## src/rtl/irqx_pkg.sv

```systemverilog
package irqx_pkg;
  // Register addresses; the host software relies on these values.
  localparam int ADR_SIG0 = 0;
  localparam int ADR_SIG1 = 1;
  localparam int ADR_SIG2 = 2;
  localparam int ADR_VER  = 3;
  localparam int ADR_STAT = 4;
  localparam int ADR_MASK = 5;
  localparam int ADR_CLR  = 6;

  // Presence signature words.
  localparam logic [15:0] SIG_WORD0 = 16'hAAAA;
  localparam logic [15:0] SIG_WORD1 = 16'h5555;
  localparam logic [15:0] SIG_WORD2 = 16'hCAFE;
endpackage

```

## src/rtl/irqx_sync.sv

```systemverilog
module irqx_sync #(
  parameter int WIDTH  = 16,
  parameter int STAGES = 2
) (
  input  logic             clk,
  input  logic             rst_n,
  input  logic [WIDTH-1:0] d_i,
  output logic [WIDTH-1:0] q_o
);
  logic [WIDTH-1:0] stg [STAGES];

  for (genvar k = 0; k < STAGES; k++) begin : g_stage
    if (k == 0) begin : g_first
      always_ff @(posedge clk) begin
        if (!rst_n) stg[k] <= '0;
        else        stg[k] <= d_i;
      end
    end else begin : g_next
      always_ff @(posedge clk) begin
        if (!rst_n) stg[k] <= '0;
        else        stg[k] <= stg[k-1];
      end
    end
  end

  assign q_o = stg[STAGES-1];
endmodule

```

## src/rtl/irqx_status.sv

```systemverilog
module irqx_status #(
  parameter int               NUM_SRC   = 16,
  parameter logic [NUM_SRC-1:0] EDGE_MASK = '1
) (
  input  logic               clk,
  input  logic               rst_n,
  input  logic [NUM_SRC-1:0] src_i,
  input  logic [NUM_SRC-1:0] clr_i,
  output logic [NUM_SRC-1:0] status_o
);
  logic [NUM_SRC-1:0] set_ev;
  logic [NUM_SRC-1:0] status_q;

  for (genvar i = 0; i < NUM_SRC; i++) begin : g_src
    if (EDGE_MASK[i]) begin : g_edge
      logic prev_q;
      always_ff @(posedge clk) begin
        if (!rst_n) prev_q <= 1'b0;
        else        prev_q <= src_i[i];
      end
      assign set_ev[i] = src_i[i] & ~prev_q;
    end else begin : g_level
      assign set_ev[i] = src_i[i];
    end
  end

  // Clear has priority over a set in the same cycle.
  always_ff @(posedge clk) begin
    if (!rst_n) status_q <= '0;
    else        status_q <= (status_q | set_ev) & ~clr_i;
  end

  assign status_o = status_q;


  clear_wins_chk: assert property (@(posedge clk) disable iff (!rst_n)
    1'b1 |=> ((status_q & $past(clr_i)) == '0));


  sticky_hold_chk: assert property (@(posedge clk) disable iff (!rst_n)
    1'b1 |=> (($past(status_q) & ~$past(clr_i) & ~status_q) == '0));
endmodule

```

## src/rtl/irqx_regs.sv

```systemverilog
module irqx_regs
  import irqx_pkg::*;
#(
  parameter int                NUM_SRC = 16,
  parameter int                DATA_W  = 16,
  parameter int                ADDR_W  = 4,
  parameter logic [DATA_W-1:0] VERSION = 16'h0103
) (
  input  logic               clk,
  input  logic               rst_n,
  input  logic [ADDR_W-1:0]  addr_i,
  input  logic               wr_i,
  input  logic [DATA_W-1:0]  wdata_i,
  input  logic               rd_i,
  input  logic [NUM_SRC-1:0] status_i,
  output logic [NUM_SRC-1:0] mask_o,
  output logic [NUM_SRC-1:0] clr_o,
  output logic [DATA_W-1:0]  rdata_o
);
  logic [NUM_SRC-1:0] mask_q;
  logic [NUM_SRC-1:0] clr_q;
  logic [DATA_W-1:0]  rd_mux;
  logic [DATA_W-1:0]  rdata_q;
  logic               hit_mask;
  logic               hit_clr;

  assign hit_mask = wr_i && (addr_i == ADDR_W'(ADR_MASK));
  assign hit_clr  = wr_i && (addr_i == ADDR_W'(ADR_CLR));

  always_ff @(posedge clk) begin
    if (!rst_n) begin
      mask_q <= '1;
      clr_q  <= '0;
    end else begin
      if (hit_mask) mask_q <= wdata_i[NUM_SRC-1:0];
      if (hit_clr)  clr_q  <= wdata_i[NUM_SRC-1:0];
    end
  end

  always_comb begin
    rd_mux = '0;
    case (addr_i)
      ADDR_W'(ADR_SIG0): rd_mux = DATA_W'(SIG_WORD0);
      ADDR_W'(ADR_SIG1): rd_mux = DATA_W'(SIG_WORD1);
      ADDR_W'(ADR_SIG2): rd_mux = DATA_W'(SIG_WORD2);
      ADDR_W'(ADR_VER):  rd_mux = VERSION;
      ADDR_W'(ADR_STAT): rd_mux = DATA_W'(status_i);
      ADDR_W'(ADR_MASK): rd_mux = DATA_W'(mask_q);
      ADDR_W'(ADR_CLR):  rd_mux = DATA_W'(clr_q);
      default:           rd_mux = '0;
    endcase
  end

  always_ff @(posedge clk) begin
    if (!rst_n)    rdata_q <= '0;
    else if (rd_i) rdata_q <= rd_mux;
    else           rdata_q <= '0;
  end

  assign mask_o  = mask_q;
  assign clr_o   = clr_q;
  assign rdata_o = rdata_q;


  rd_idle_zero_chk: assert property (@(posedge clk) disable iff (!rst_n)
    !rd_i |=> (rdata_o == '0));


  mask_load_chk: assert property (@(posedge clk) disable iff (!rst_n)
    hit_mask |=> (mask_o == $past(wdata_i[NUM_SRC-1:0])));


  clr_hold_chk: assert property (@(posedge clk) disable iff (!rst_n)
    !hit_clr |=> $stable(clr_o));
endmodule

```

## src/rtl/irq_expander.sv

```systemverilog
module irq_expander #(
  parameter int                 NUM_SRC     = 16,
  parameter int                 DATA_W      = 16,
  parameter int                 ADDR_W      = 4,
  parameter int                 SYNC_STAGES = 2,
  parameter logic [NUM_SRC-1:0] EDGE_MASK   = 16'h00FF,
  parameter logic [DATA_W-1:0]  VERSION     = 16'h0103
) (
  input  logic               clk,
  input  logic               rst_n,
  input  logic [NUM_SRC-1:0] src_i,
  input  logic [ADDR_W-1:0]  bus_addr,
  input  logic               bus_wr,
  input  logic [DATA_W-1:0]  bus_wdata,
  input  logic               bus_rd,
  output logic [DATA_W-1:0]  bus_rdata,
  output logic               irq_n
);
  logic [NUM_SRC-1:0] src_sync;
  logic [NUM_SRC-1:0] status_w;
  logic [NUM_SRC-1:0] mask_w;
  logic [NUM_SRC-1:0] clr_w;
  logic               any_pend;
  logic               irq_n_q;

  irqx_sync #(.WIDTH(NUM_SRC), .STAGES(SYNC_STAGES)) u_sync (
    .clk(clk), .rst_n(rst_n), .d_i(src_i), .q_o(src_sync)
  );

  irqx_status #(.NUM_SRC(NUM_SRC), .EDGE_MASK(EDGE_MASK)) u_status (
    .clk(clk), .rst_n(rst_n), .src_i(src_sync), .clr_i(clr_w),
    .status_o(status_w)
  );

  irqx_regs #(
    .NUM_SRC(NUM_SRC), .DATA_W(DATA_W), .ADDR_W(ADDR_W), .VERSION(VERSION)
  ) u_regs (
    .clk(clk), .rst_n(rst_n), .addr_i(bus_addr), .wr_i(bus_wr),
    .wdata_i(bus_wdata), .rd_i(bus_rd), .status_i(status_w),
    .mask_o(mask_w), .clr_o(clr_w), .rdata_o(bus_rdata)
  );

  assign any_pend = |(status_w & ~mask_w);

  // Registered so the request line is glitch-free.
  always_ff @(posedge clk) begin
    if (!rst_n) irq_n_q <= 1'b1;
    else        irq_n_q <= ~any_pend;
  end

  assign irq_n = irq_n_q;


  irq_assert_chk: assert property (@(posedge clk) disable iff (!rst_n)
    (|(status_w & ~mask_w)) |=> !irq_n);


  irq_release_chk: assert property (@(posedge clk) disable iff (!rst_n)
    ((status_w & ~mask_w) == '0) |=> irq_n);
endmodule

```

## config.mk

```make
export PLATFORM = sky130hd
export DESIGN_NAME = irq_expander
export DESIGN_NICKNAME = d
export VERILOG_FILES = /design/src/rtl/irqx_pkg.sv /design/src/rtl/irqx_sync.sv /design/src/rtl/irqx_status.sv /design/src/rtl/irqx_regs.sv /design/src/rtl/irq_expander.sv
export SDC_FILE = /design/constraint.sdc
export NUM_CORES = 1
export LEC_CHECK = 0
export BUFFER_PORTS_ARGS = -buffer_cell sky130_fd_sc_hd__buf_2
export CAP_MARGIN = 10
export CORE_ASPECT_RATIO = 0.6
export CORE_UTILIZATION = 30
export DETAILED_ROUTE_END_ITERATION = 8
export PLACE_DENSITY_LB_ADDON = 0.1
export SYNTH_ARGS = -nofsm -noshare
export SYNTH_HDL_FRONTEND = slang
export SYNTH_SLANG_ARGS = --single-unit
```

## constraint.sdc

```tcl
create_clock -name clk -period 3.2 [get_ports clk]
set_clock_uncertainty 0.05 [all_clocks]
set_input_delay 0.16 -clock clk [delete_from_list [all_inputs] [get_ports clk]]
set_output_delay 0.16 -clock clk [all_outputs]
set_load 0.01 [all_outputs]
```

==> results of run 1 <==
==> path summary, 6_finish.rpt <==
check                                     start                       endpoint  slack, ps
setup reg to reg  u_regs.mask_o[4]$_SDFFE_PN1P_               irq_n$_SDFF_PN1_       1550
setup / recovery                    bus_addr[0]  u_regs.clr_o[11]$_SDFFE_PN0P_       1490
hold reg to reg     u_sync.stg[0][3]$_SDFF_PN0_    u_sync.stg[1][3]$_SDFF_PN0_        380
hold / removal                     bus_wdata[1]  u_regs.mask_o[1]$_SDFFE_PN1P_          9
==> state kept, by name, indices dropped and copies added, names as in the netlist <==
name	flops
u_sync.stg	32
u_regs.clr_o	16
u_regs.mask_o	16
u_regs.rdata_o	16
u_status.status_o	16
u_status.g_src.g_edge.prev_q	8
irq_n	1
==> routing by layer <==
metal  vias up  part of all wire [%]  wire length [um]  GRT usage (%)
met5         -                     0                 0              0
li1       1511                     -                 -              -
met2        80                    41              3960           22.8
met1      1385                    51              4960           22.2
met4         0                  0.74                72           3.57
met3         8                   7.0               682           4.52
==> area by class of cell <==
type,count,area share [%]
Multi-Input combinational cell,266,32.8
Sequential cell,105,44.3
Clock buffer,9,4.75
Inverter,23,1.82
Clock inverter,7,2.16
Tap cell,165,4.35
Timing Repair Buffer,75,9.81
==> critical path: stages <==
cell	delay (ps)
buf_2	280
and4bb_2	550
and2_1	630
nand2_1	160
a21boi_2	150
==> repair_timing <==
action,in CTS,in global routing
endpoints found under the setup margin,0,0
endpoints found under the hold margin,17,0
hold buffers,17,0
==> kinds of logic after synthesis <==
kind of cell	count (synthesis)
flip-flops	105
AO/OA/AOI/OAI	73
buffers and inverters	49
AND/OR/NAND/NOR	192
multiplexers	1
==> where the power goes <==
part	internal [mW]	total, mW	leakage, nW	switching, mW
logic	0.0868	0.184	0.881	0.0968
registers	1.35	1.38	0.858	0.0245
clock network	0.692	1.19	0.156	0.496
==> layout by cell type, fill, tap and decap left out, drive strengths merged, types with 2 or more instances in the layout <==
| master | n |
|---|---|
| a31oi | 2 |
| or3 | 5 |
| nor3 | 2 |
| a221oi | 5 |
| a21oi | 26 |
| bufinv | 2 |
| a22o | 3 |
| nor3b | 16 |
| o211ai | 2 |
| buf | 58 |
| o21ai | 4 |
| a22oi | 2 |
| dfxtp | 105 |
| nand2b | 5 |
| clkinv | 3 |
| nor2b | 7 |
| and2 | 41 |
| o2111ai | 2 |
| dlygate4sd3 | 17 |
| nor4 | 2 |
| nand2 | 70 |
| a311oi | 2 |
| inv | 24 |
| o22ai | 2 |
| a21boi | 16 |
| nand3 | 18 |
| clkbuf | 9 |
| nor2 | 25 |
==> flow_summary.toml, run 1 <==
[clock_network]
clock_latency_ps = 340
cts_tree = "built"
clockBufferDepth = 2
h-tree-depth = 3
cts_resized = 0
clk_pin_slew_ps = 70
root_buffer = "clkbuf_16"
post-cts-setup-buffer-count = 0
cts_buffers = 9
cts.sinks = 105

[detailed_routing]
final_antenna_net_count = 0
drc = 0
wirelength_um = 9680
dr.pass1.iters = 4
wl_per_cell_um = 14.9
num_vias = 2984
first_iter_violations = 143
avgViaCountPerCell = 4.59

[synthesis]
syn_nets = 460
syn_inst = 420
netlist_area_mm2 = 0.00389
synth-simple-area-share_pct = 25.3
yosys_warnings = 0
synth-xor-area-share_pct = 0
synth-edff-count = 0
yosys.area.top_type_share_pct = 54.0
synthMuxAreaShare_pct = 0.289
synth_cell_type_count = 41
synth_ff_type = "dfxtp_1"
syn_area_per_cell_um2 = 9.27
async_flop_share_pct = 0
seq_area_frac_synth_pct = 54.0
synth-seq-cells = 105
synth_area_leaders = "dfxtp_1 54%, nand2_1 6.7%, and2_1 6.6%, a21oi_1 3.3%, nor3b_1 3.1%"
netlist.top_cell.by_area = "dfxtp_1"
ys_top_cells_by_count = "105 x dfxtp_1, 69 x nand2_1, 41 x and2_1"
synth_compound_area_share_pct = 14.4
synth.most_common_cell = "dfxtp_1"
synth_top_family_by_area = "simple AND/OR/NAND/NOR gates"
synthAdderAreaFrac_pct = 0

[final_layout]
nets = 520
multi_input_area_mm2 = 0.00156
fin_cells = 650
final_layout_size_suffix_gt1_share_pct = 19.0
final_util_pct = 38.5
area_growth_syn_to_layout_pct = 21.9
regArea_mm2 = 0.00210
fillers = 1270
stdcell_area_mm2 = 0.00475
n_antenna_cell = 0

[timing]
fmax_ghz = 0.586
setup_violations = 0
timing.final.crit_share_pct = 53.4
setup_tns_ps = 0
relSlewSlack_pct = 50.4
worstMarginPinSlew_ps = 743
fin_worst_hold_slack_ps = 9.12
final.min_clock_period_ps = 1710
drv_slew = 0
rsz0062_at_grt = "no"
finalHoldViolations = 0
setup_slack_ps = 1490

[grt]
grt_max_degree = 90
grt.total_usage_pct = 15.5
grt_overflow = 0
antenna_found_initial = 0
first_global_vias = 3006
grt_pass1_wl_um = 15800

[worst_hold_path]
hp-class = "primary input to register"
hold_depth = 3

[critical_path]
start_kind = "primary input"
crit_path_end_kind = "register"
crit_arrival_ps = 1940
path_max_fanout = 33
path_class = "primary input to register"
r2r_cells = 4
required_ps = 3430

[placed_design]
placed_cells = 617
place_area_mm2 = 0.00425
gp_congestion = 0.894
pre_cts_ws_ps = 1160
port_buffers = 56
hpwl_um = 6980

[floorplan]
die_w_um = 149
core_area_mm2 = 0.0123
die-height_um = 90.2
fp-row-count = 31
ios = 57
start_util_pct = 31.6
die_area_mm2 = 0.0135

[power]
leakage_nw = 1.90
vdd_drop_max_mv = 0.252
total_power_mw = 2.75
power.density_mw_per_mm2 = 579

[flow_run]
maxCapViolations = 0

[status]
status = "finished, final reports clean"
(Power assumes the default switching activity.)
==> run 2, diff against run 1 <==
- clock period: 3.2 -> 1.6 ns (I/O delays scaled with it)
==> run 2 against run 1 <==
  * Non-clock buffer count rose by 29
  * Clock power increased by 75%
  * Combinational power rose by 130%
  * Power rose by 91%
  * Setup slack lost 1400 ps
  * Critical path depth down 1
  * Core utilization grew 2.1 points
  * Sequential cell count unchanged
==> flow_summary.toml, run 2 (synthesis results as in run 1) <==
[final_layout]
final_cell_mix = "105 x dfxtp_1, 69 x nand2_1, 56 x buf_2"
top_register = "u_sync.stg"
largest_register_ff_count = 32
final_util_pct = 40.6
final_common_cell = "dfxtp_1"
area_growth_syn_to_layout_pct = 28.6
stdcell_area_mm2 = 0.00501
fin_cells = 679
final_layout_size_suffix_gt1_share_pct = 20.2
nets = 549
fillers = 1281
n_antenna_cell = 0

[clock_network]
clk_pin_slew_ps = 70
post-cts-setup-buffer-count = 0
cts_tree = "built"
cts_buffers = 9
clockBufferDepth = 2
root_buffer = "clkbuf_16"
cts.sinks = 105
h-tree-depth = 3
clock_latency_ps = 350

[timing]
rsz0062_at_grt = "no"
relSlewSlack_pct = 73.3
setup_tns_ps = 0
final.min_clock_period_ps = 1480
worstMarginPinSlew_ps = 400
timing.final.crit_share_pct = 92.2
finalHoldViolations = 0
drv_slew = 0
setup_violations = 0
fmax_ghz = 0.678

[floorplan]
start_util_pct = 31.6
ios = 57
fp-row-count = 31
die_area_mm2 = 0.0135
die_w_um = 149
core_area_mm2 = 0.0123
die-height_um = 90.2

[critical_path]
crit_arrival_ps = 1680
r2r_cells = 4
cp-endpoint = "irq_n$_SDFF_PN1_"
path_max_fanout = 3
start_kind = "register"
worstReg2RegEnd = "irq_n$_SDFF_PN1_"
crit_start = "u_status.status_o[12]$_SDFF_PN0_"
slowest_delay_ps = 350
path_class = "register to register"
r2r_setup_slack_ps = 120
slowest_stage = "dfxtp_1"
reg2reg_from = "u_status.status_o[12]$_SDFF_PN0_"
crit_chain = "nor2b_1 -> a2111oi_4 -> o2111ai_1 -> o41ai_2"
crit_path_end_kind = "register"
required_ps = 1800

[placed_design]
port_buffers = 56
place_area_mm2 = 0.00437
gp_congestion = 0.838
placed_cells = 628
hpwl_um = 7290

[worst_hold_path]
hold_depth = 3
hp-class = "primary input to register"

[grt]
grt_overflow = 0
grt_pass1_wl_um = 16200
grt_max_degree = 44
grt.total_usage_pct = 16.0
antenna_found_initial = 0
first_global_vias = 3138

[detailed_routing]
num_vias = 3151
wl_per_cell_um = 14.8
first_iter_violations = 129
wirelength_um = 10000
avgViaCountPerCell = 4.64
dr.pass1.iters = 4
drc = 0
final_antenna_net_count = 0

[power]
vdd_drop_max_mv = 0.457
total_power_mw = 5.26
power.density_mw_per_mm2 = 1050
leakage_nw = 2.02

[flow_run]
maxCapViolations = 0

[status]
status = "finished, final reports clean"
## run 2: how the worst min path moves through the flow
stage / to / from / slack, ps
after global routing: u_regs.rdata_o[9]$_SDFF_PN0_ / bus_addr[0] / 150
after detailed placement: u_sync.stg[0][10]$_SDFF_PN0_ / src_i[10] / 240
after CTS: u_regs.rdata_o[9]$_SDFF_PN0_ / bus_addr[0] / 130
final: u_regs.rdata_o[9]$_SDFF_PN0_ / bus_addr[0] / 140
after floorplan: u_regs.mask_o[4]$_SDFFE_PN1P_ / bus_wdata[4] / 150
after global placement: u_sync.stg[0][13]$_SDFF_PN0_ / src_i[13] / 240
## run 2: power breakdown
group	leakage, nW	switching [mW]	internal (mW)
clock network	0.138	0.982	1.10
registers	0.858	0.0496	2.70
logic	1.02	0.204	0.220
total	2.02	1.24	4.02
## run 2: cell type report
class	instances	area (um^2)	share of cell area, %
well taps	165	206	4.12
clock inverters	6	43.8	0.875
multi-input cells	266	1560	31.2
flip-flops and latches	105	2100	42.0
clock buffers	10	239	4.77
repair buffers	104	766	15.3
inverters	23	86.3	1.72
## run 2: what timing repair did
action	4_1_cts	5_1_grt
hold buffers	35	0
hold endpoints to repair	50	0
endpoints found under the setup margin	0	1
resized for setup	0	1
## run 2: critical path, delay by kind of cell (launching register included)
kind / cells / cell delay (ps)
AO/OA/AOI/OAI: 3 / 790
flip-flops: 1 / 350
AND/OR/NAND/NOR: 1 / 180
## run 2: through the flow
| stage | hold WS (ps) | worst slack (ps) |
|---|---|---|
| 2_1_floorplan | 154 | 266 |
| 4_1_cts | 131 | 44.0 |
| 3_5_place_dp | 242 | 153 |
| 3_3_place_gp | 237 | 194 |
| 5_1_grt | 152 | 25.6 |
| 6_report | 144 | 124 |
## run 2: routing by layer
layer	vias up	wire [um]	global-route usage, %
met1	1486	5000	22.3
met3	9	647	4.52
li1	1566	-	-
met5	-	0	0
met2	90	4300	24.0
met4	0	97	4.08
